--- src/rtl/tmr16_pkg.sv ---
package tmr16_pkg;
  localparam int BYTE_W = 8;
  localparam int ADDR_W = 2;
  localparam int MODE_W = 4;

  localparam logic [ADDR_W-1:0] A_CNT_LO = 2'd0;
  localparam logic [ADDR_W-1:0] A_CNT_HI = 2'd1;
  localparam logic [ADDR_W-1:0] A_CTRL   = 2'd2;
  localparam logic [ADDR_W-1:0] A_STAT   = 2'd3;

  localparam int CB_BUF  = 7;
  localparam int CB_PSLO = 4;
  localparam int CB_SRC  = 1;
  localparam int CB_RUN  = 0;
  localparam logic [BYTE_W-1:0] CTRL_MASK = 8'hBF;

  localparam int SB_FLAG = 0;
  localparam int SB_IE   = 1;

  localparam logic [MODE_W-1:0] TRIG_MODE = 4'b1011;
endpackage

--- src/rtl/tmr16_tick.sv ---
module tmr16_tick #(
  parameter int SYNC_STAGES = 2,
  parameter int PS_W        = 2
) (
  input  logic            clk,
  input  logic            rst_n,
  input  logic            run,
  input  logic            src_ext,
  input  logic            ext_in,
  input  logic [PS_W-1:0] ps_sel,
  input  logic            pre_clr,
  output logic            tick
);
  localparam int PRE_W = (1 << PS_W) - 1;

  logic [SYNC_STAGES-1:0] sync_q, sync_d;
  logic                   prev_q, prev_d;
  logic [PRE_W-1:0]       pre_q, pre_d;
  logic                   rise, src_pulse, pre_hit;
  logic [PRE_W-1:0]       mask;

  always_comb begin
    sync_d    = {sync_q[SYNC_STAGES-2:0], ext_in};
    prev_d    = sync_q[SYNC_STAGES-1];
    rise      = sync_q[SYNC_STAGES-1] & ~prev_q;
    src_pulse = src_ext ? rise : 1'b1;
    mask      = ~({PRE_W{1'b1}} << ps_sel);
    pre_hit   = ((pre_q & mask) == mask);
    tick      = run && src_pulse && pre_hit;
    if (pre_clr)                pre_d = '0;
    else if (run && src_pulse)  pre_d = pre_hit ? '0 : pre_q + PRE_W'(1);
    else                        pre_d = pre_q;
  end

  always_ff @(posedge clk or negedge rst_n) begin
    if (!rst_n) begin
      sync_q <= '0;
      prev_q <= 1'b0;
      pre_q  <= '0;
    end else begin
      sync_q <= sync_d;
      prev_q <= prev_d;
      pre_q  <= pre_d;
    end
  end

  a_r12_single_edge: assert property (@(posedge clk) disable iff (!rst_n)
    rise |=> !rise);
  a_r2_tick_gap: assert property (@(posedge clk) disable iff (!rst_n)
    (tick && ps_sel != '0 && !pre_clr) |=> (!tick || ps_sel == '0));
endmodule

--- src/rtl/tmr16_core.sv ---
module tmr16_core
  import tmr16_pkg::*;
#(
  parameter int BW = 8
) (
  input  logic            clk,
  input  logic            rst_n,
  input  logic            inc,
  input  logic            wr_lo,
  input  logic            wr_hi,
  input  logic [BW-1:0]   wdata,
  input  logic [BW-1:0]   hi_load,
  input  logic [MODE_W-1:0] cmp_mode,
  input  logic [2*BW-1:0] cmp_val,
  input  logic            flag_wr,
  input  logic            flag_wdata,
  output logic [2*BW-1:0] cnt_q,
  output logic            flag_q,
  output logic            adc_start
);
  localparam int CNT_W = 2 * BW;

  logic [CNT_W-1:0] cnt_d;
  logic             flag_d, adc_d;
  logic             cnt_wr, trig_match, trig_fire, wrap;

  always_comb begin
    cnt_wr     = wr_lo | wr_hi;
    trig_match = (cmp_mode == TRIG_MODE) && (cnt_q == cmp_val);
    trig_fire  = trig_match && !cnt_wr;
    wrap       = inc && (cnt_q == {CNT_W{1'b1}}) && !cnt_wr && !trig_fire;
    if (wr_lo)          cnt_d = {hi_load, wdata};
    else if (wr_hi)     cnt_d = {wdata, cnt_q[BW-1:0]};
    else if (trig_fire) cnt_d = '0;
    else if (inc)       cnt_d = cnt_q + CNT_W'(1);
    else                cnt_d = cnt_q;
    if (wrap)           flag_d = 1'b1;
    else if (flag_wr)   flag_d = flag_wdata;
    else                flag_d = flag_q;
    adc_d = trig_fire;
  end

  always_ff @(posedge clk or negedge rst_n) begin
    if (!rst_n) begin
      cnt_q     <= '0;
      flag_q    <= 1'b0;
      adc_start <= 1'b0;
    end else begin
      cnt_q     <= cnt_d;
      flag_q    <= flag_d;
      adc_start <= adc_d;
    end
  end

  a_r1_step: assert property (@(posedge clk) disable iff (!rst_n)
    (inc && !cnt_wr && !trig_match) |=> cnt_q == CNT_W'($past(cnt_q) + CNT_W'(1)));
  a_r9_trig_reset: assert property (@(posedge clk) disable iff (!rst_n)
    trig_fire |=> (cnt_q == '0 && adc_start));
  a_r10_no_flag_on_trig: assert property (@(posedge clk) disable iff (!rst_n)
    (trig_match && !flag_wr && !flag_q) |=> !flag_q);
  a_r11_write_wins: assert property (@(posedge clk) disable iff (!rst_n)
    (trig_match && cnt_wr) |=> !adc_start);
  a_r3_flag_sticky: assert property (@(posedge clk) disable iff (!rst_n)
    (flag_q && !flag_wr) |=> flag_q);
endmodule

--- src/rtl/tmr16_unit.sv ---
module tmr16_unit
  import tmr16_pkg::*;
#(
  parameter int SYNC_STAGES = 2,
  parameter int PS_W        = 2
) (
  input  logic                clk,
  input  logic                rst_n,
  input  logic                bus_wr,
  input  logic                bus_rd,
  input  logic [ADDR_W-1:0]   bus_addr,
  input  logic [BYTE_W-1:0]   bus_wdata,
  output logic [BYTE_W-1:0]   bus_rdata,
  input  logic                ext_cnt_in,
  input  logic [MODE_W-1:0]   cmp_mode,
  input  logic [2*BYTE_W-1:0] cmp_val,
  output logic                irq,
  output logic                adc_start
);
  localparam int CNT_W = 2 * BYTE_W;

  logic [BYTE_W-1:0] ctrl_q, ctrl_d, hbuf_q, hbuf_d;
  logic              ie_q, ie_d;
  logic [CNT_W-1:0]  cnt;
  logic              flag;
  logic              tick, buf_mode;
  logic              wr_lo, wr_hi_any, rd_lo, wr_ctrl, wr_stat;
  logic              core_wr_hi;
  logic [BYTE_W-1:0] hi_load;
  logic [BYTE_W-1:0] cnt_hi, cnt_lo;

  assign cnt_hi = cnt[CNT_W-1:BYTE_W];
  assign cnt_lo = cnt[BYTE_W-1:0];

  always_comb begin
    buf_mode   = ctrl_q[CB_BUF];
    wr_lo      = bus_wr && (bus_addr == A_CNT_LO);
    wr_hi_any  = bus_wr && (bus_addr == A_CNT_HI);
    rd_lo      = bus_rd && (bus_addr == A_CNT_LO);
    wr_ctrl    = bus_wr && (bus_addr == A_CTRL);
    wr_stat    = bus_wr && (bus_addr == A_STAT);
    core_wr_hi = wr_hi_any && !buf_mode;
    hi_load    = buf_mode ? hbuf_q : cnt_hi;

    ctrl_d = wr_ctrl ? (bus_wdata & CTRL_MASK) : ctrl_q;
    ie_d   = wr_stat ? bus_wdata[SB_IE] : ie_q;
    if (buf_mode && wr_hi_any)  hbuf_d = bus_wdata;
    else if (buf_mode && rd_lo) hbuf_d = cnt_hi;
    else                        hbuf_d = hbuf_q;

    unique case (bus_addr)
      A_CNT_LO: bus_rdata = cnt_lo;
      A_CNT_HI: bus_rdata = buf_mode ? hbuf_q : cnt_hi;
      A_CTRL:   bus_rdata = ctrl_q;
      default:  begin
        bus_rdata          = '0;
        bus_rdata[SB_FLAG] = flag;
        bus_rdata[SB_IE]   = ie_q;
      end
    endcase
    irq = flag && ie_q;
  end

  always_ff @(posedge clk or negedge rst_n) begin
    if (!rst_n) begin
      ctrl_q <= '0;
      hbuf_q <= '0;
      ie_q   <= 1'b0;
    end else begin
      ctrl_q <= ctrl_d;
      hbuf_q <= hbuf_d;
      ie_q   <= ie_d;
    end
  end

  tmr16_tick #(.SYNC_STAGES(SYNC_STAGES), .PS_W(PS_W)) u_tick (
    .clk     (clk),
    .rst_n   (rst_n),
    .run     (ctrl_q[CB_RUN]),
    .src_ext (ctrl_q[CB_SRC]),
    .ext_in  (ext_cnt_in),
    .ps_sel  (ctrl_q[CB_PSLO +: PS_W]),
    .pre_clr (wr_lo),
    .tick    (tick)
  );

  tmr16_core #(.BW(BYTE_W)) u_core (
    .clk        (clk),
    .rst_n      (rst_n),
    .inc        (tick),
    .wr_lo      (wr_lo),
    .wr_hi      (core_wr_hi),
    .wdata      (bus_wdata),
    .hi_load    (hi_load),
    .cmp_mode   (cmp_mode),
    .cmp_val    (cmp_val),
    .flag_wr    (wr_stat),
    .flag_wdata (bus_wdata[SB_FLAG]),
    .cnt_q      (cnt),
    .flag_q     (flag),
    .adc_start  (adc_start)
  );

  a_r7_buf_write_holds: assert property (@(posedge clk) disable iff (!rst_n)
    (buf_mode && wr_hi_any && !ctrl_q[CB_RUN] && cmp_mode != TRIG_MODE)
      |=> cnt_hi == $past(cnt_hi));
  a_r6_read_latches: assert property (@(posedge clk) disable iff (!rst_n)
    (buf_mode && rd_lo && !bus_wr) |=> hbuf_q == $past(cnt_hi));
  a_r4_bit6_clear: assert property (@(posedge clk) disable iff (!rst_n)
    wr_ctrl |=> !ctrl_q[6]);
endmodule

--- config.mk ---
export PLATFORM = sky130hd
export DESIGN_NAME = tmr16_unit
export DESIGN_NICKNAME = d
export VERILOG_FILES = /design/src/rtl/tmr16_pkg.sv /design/src/rtl/tmr16_tick.sv /design/src/rtl/tmr16_core.sv /design/src/rtl/tmr16_unit.sv
export SDC_FILE = /design/constraint.sdc
export NUM_CORES = 1
export LEC_CHECK = 0
export BUFFER_PORTS_ARGS = -buffer_cell sky130_fd_sc_hd__buf_4
export CAP_MARGIN = 20
export CORE_ASPECT_RATIO = 0.8
export CORE_UTILIZATION = 40
export CTS_CLUSTER_SIZE = 40
export DETAILED_ROUTE_END_ITERATION = 16
export GPL_TIMING_DRIVEN = 0
export PLACE_DENSITY = 0.7
export SYNTH_ARGS = -nofsm -noshare
export SYNTH_HDL_FRONTEND = slang
export SYNTH_SLANG_ARGS = --single-unit
export TNS_END_PERCENT = 30
--- constraint.sdc ---
create_clock -name clk -period 3.95 [get_ports clk]
set_input_delay 0.79 -clock clk [delete_from_list [all_inputs] [get_ports clk]]
set_output_delay 0.79 -clock clk [all_outputs]
set_load 0.01 [all_outputs]
==> flow_summary_export.csv <==
group,metric,value,unit
floorplan,die_y,76.1,um
logic_synthesis,synthFlopType,"dfrtp_1",
clock_network,post_cts_buffers,0,
route,drc,0,
setup_path,worstPathMaxFanout,10,
finish,layout-drive-gt1-share,24.2,%
min_path,hold_class,"reg2reg",
route,routed_via_density,5.77,
timing,clock_skew,0.0121,ns
logic_synthesis,synth_fp_nets,333,
floorplan,core_area,0.00651,sq mm
status,outcome,"finished clean",
floorplan,start_util,42.2,%
power_and_ir_drop,p_total,1.55,mW
timing,fmax,313,MHz
clock_network,cts_buffers,5,
timing,finalWorstSetupSlack,0.755,ns
timing,timing.final.crit_share,80.9,%
logic_synthesis,syn_area,0.00275,sq mm
power_and_ir_drop,power.density,475,mW/mm^2
logic_synthesis,synth_mux_area_share,9.74,%
logic_synthesis,synth_top_family_by_area,"compound AO/OA/AOI/OAI gates",
logic_synthesis,synthXorXnorAreaFrac,5.10,%
clock_network,cts_sinks,40,
placement,gp_congestion,0.865,
finish,antenna_cells,0,
timing,hold_slack,0.363,ns
finish,final_common_cell,"buf_4",
logic_synthesis,syn_inst,296,
logic_synthesis,yosys.area_share.adder,0.911,%
logic_synthesis,postSynthAreaPerCell,9.28,sq um
power_and_ir_drop,seq_power_share,42.9,%
run,cap_violations,0,
setup_path,crit_chain,"buf_4 -> clkbuf_1 -> clkbuf_1 -> o21ai_0 -> o21ai_0 -> buf_4",
grt,antenna_found_initial,0,
route,routed_wl,7770,um
timing,tightest_slew,0.543,ns
timing,hold_viol_final,0,
floorplan,dieArea,0.00721,sq mm
setup_path,crit_required,3.16,ns
finish,nets,383,
timing,fin_crit,3.20,ns
clock_network,htreeDepth,2,
placement,placed_cell_area,0.00318,sq mm
logic_synthesis,synth.distinct_cells,53,
power_and_ir_drop,vdd_ir_drop_max,0.301,mV
grt,grt_pass1_wl,12700,um
placement,io_buffer_count,43,
finish,fin_cells,431,
placement,dp_slack,0.817,ns
route,vias,2487,
setup_path,worstPathArrival,2.41,ns
grt,grt_max_degree,41,
power_and_ir_drop,swShare,39.5,%
setup_path,timing.critical_path.to_type,"output port",
finish,final_cell_mix,"buf_4, dfrtp_1, nand2_1",
setup_path,startpoint_type,"input pin",
clock_network,cts_tree,"done",
route,drt_iter0_markers,224,
timing,setup_violations,0,
power_and_ir_drop,leakagePower,1.38,nW
clock_network,clkTransAtPathRegs,0.09,ns
logic_synthesis,yosysWarnings,0,
clock_network,holdBufCountCts,0,
grt,grt_pass1_vias,2403,
placement,detailed_place_hpwl,5820,um
clock_network,cts-root-buf,"clkbuf_8",
logic_synthesis,synth_compound_area_share,22.7,%
timing,slew-limit-headroom,63.6,%
logic_synthesis,synthArstFlopShare,100,%
clock_network,insertion_delay,0.30,ns
finish,syn_to_final_growth,18.8,%
placement,dpl.cell_count,423,
floorplan,die_w,94.7,um
timing,setup-tns-final,0,ns
timing,grt_setup_unrepaired,"false",
logic_synthesis,synth_edf_count,0,
grt,track_usage,23.1,%
power_and_ir_drop,net-switching-power,0.613,mW
route,drtAntennaViolNets,0,
grt,gr-total-overflow,0,
logic_synthesis,synth.yosys.seq_area_share,36.4,%
power_and_ir_drop,intPower,0.938,mW
timing,drv_slew,0,
setup_path,crit_slowest_cell,"clkbuf_1",
setup_path,cpPeakStageDelay,0.47,ns
route,avgRoutedWirePerCell,18.0,um
logic_synthesis,synth-simple-area-share,20.0,%
finish,fin_util,50.2,%
setup_path,path_class,"in2out",
clock_network,post_cts_resize_count,0,
route,dr.pass1.iters,4,
finish,fillerInstances,654,
finish,final_area,0.00326,sq mm
power_and_ir_drop,p_comb_share,38.7,%
clock_network,cts_buffer_depth,2,
floorplan,io_pins,45,
floorplan,rows,26,
logic_synthesis,synth_seq_cells,40,
power_and_ir_drop,clkPwrFrac,18.4,%
[worst max-delay path: cells and delay by family]
| kind | cells | cell delay (ns) |
|---|---|---|
| buffers and inverters | 4 | 1.20 |
| AOI/OAI and AO/OA | 2 | 0.41 |
[cells by family (layout without fill, tap and decap cells)]
family,Yosys count,after routing
fa+ha+maj,2,2
simple gates,101,101
mux,23,23
compound gates,89,89
buf+inv,25,76
xor+xnor,16,16
flops,40,40
[synth_stat cells (2+ instances only)]
cell type,n,share of area (%)
ha_1,2,0.91
buf_2,6,1.1
a22o_1,5,1.6
xnor2_1,11,3.5
nand3b_1,3,0.82
mux2_2,10,4.1
mux4_2,2,1.6
o31ai_2,2,0.91
o21bai_1,4,1.1
nand4b_1,2,0.64
clkbuf_1,8,1.1
nand2b_1,5,1.1
inv_1,6,0.82
a22oi_1,7,1.9
nor3_2,2,0.73
a31o_1,3,0.96
a21oi_1,8,1.5
o21ai_1,11,2.0
and3_1,6,1.4
and2_1,2,0.46
nand2_1,35,4.8
xor2_1,5,1.6
nand4_1,4,0.91
o22a_1,2,0.64
dfrtp_1,40,36
nor2b_1,4,0.91
o21ai_0,22,4.0
or3_1,3,0.68
mux2i_1,11,4.0
a2bb2oi_1,12,3.8
nor2_1,16,2.2
nand3_1,11,2.0
buf_6,5,2.0
o31ai_1,2,0.55
[layer usage]
metal | vias to the layer above | part of all wire [%] | wire, um | GRT usage (%)
met2 | 103 | 44 | 3440 | 34.7
met1 | 1189 | 46 | 3590 | 35.5
met3 | 7 | 9.0 | 697 | 3.09
met5 | - | 0 | 0 | 0
met4 | 0 | 0.57 | 44 | 4.24
li1 | 1188 | - | - | -
[worst paths after layout]
kind                            cells past startpoint  slack [ns]             start               end
worst max-delay path                                6        0.75       bus_addr[0]      bus_rdata[4]
worst min-delay path                                0        0.36  u_tick.sync_q[0]  u_tick.sync_q[1]
worst max register to register                      7        1.76   u_core.cnt_q[6]   u_core.cnt_q[6]
worst min register to register                      0        0.36  u_tick.sync_q[0]  u_tick.sync_q[1]
max in group asynchronous                           1        3.11             rst_n   u_core.cnt_q[1]
min in group asynchronous                           1        0.46             rst_n         hbuf_q[0]
[power by group through the flow]
| stage | combinational (mW) | clock, mW | sequential, mW |
|---|---|---|---|
| after floorplan | 0.435 | 0 | 0.613 |
| after global routing | 0.669 | 0.302 | 0.681 |
| after CTS | 0.601 | 0.286 | 0.662 |
| after detailed placement | 0.594 | 0 | 0.669 |
| after global placement | 0.583 | 0 | 0.661 |
| final | 0.600 | 0.285 | 0.666 |
[layout make-up]
cell class	count	area, sq um	area share [%]
multi-input cells	231	1610	49.3
plain buffers	19	116	3.57
flip-flops and latches	40	1000	30.7
repair buffers	43	323	9.89
inverters	6	22.5	0.690
well taps	84	105	3.22
clock buffers	5	68.8	2.11
clock inverters	3	18.8	0.575
[flip-flops by register name, indices dropped and copies added (netlist names)]
register	cells
u_tick.pre_q	3
ctrl_q	7
ie_q	1
u_core.adc_start	1
u_tick.prev_q	1
hbuf_q	8
u_core.flag_q	1
u_core.cnt_q	16
u_tick.sync_q	2
(Power assumes the default switching activity.)
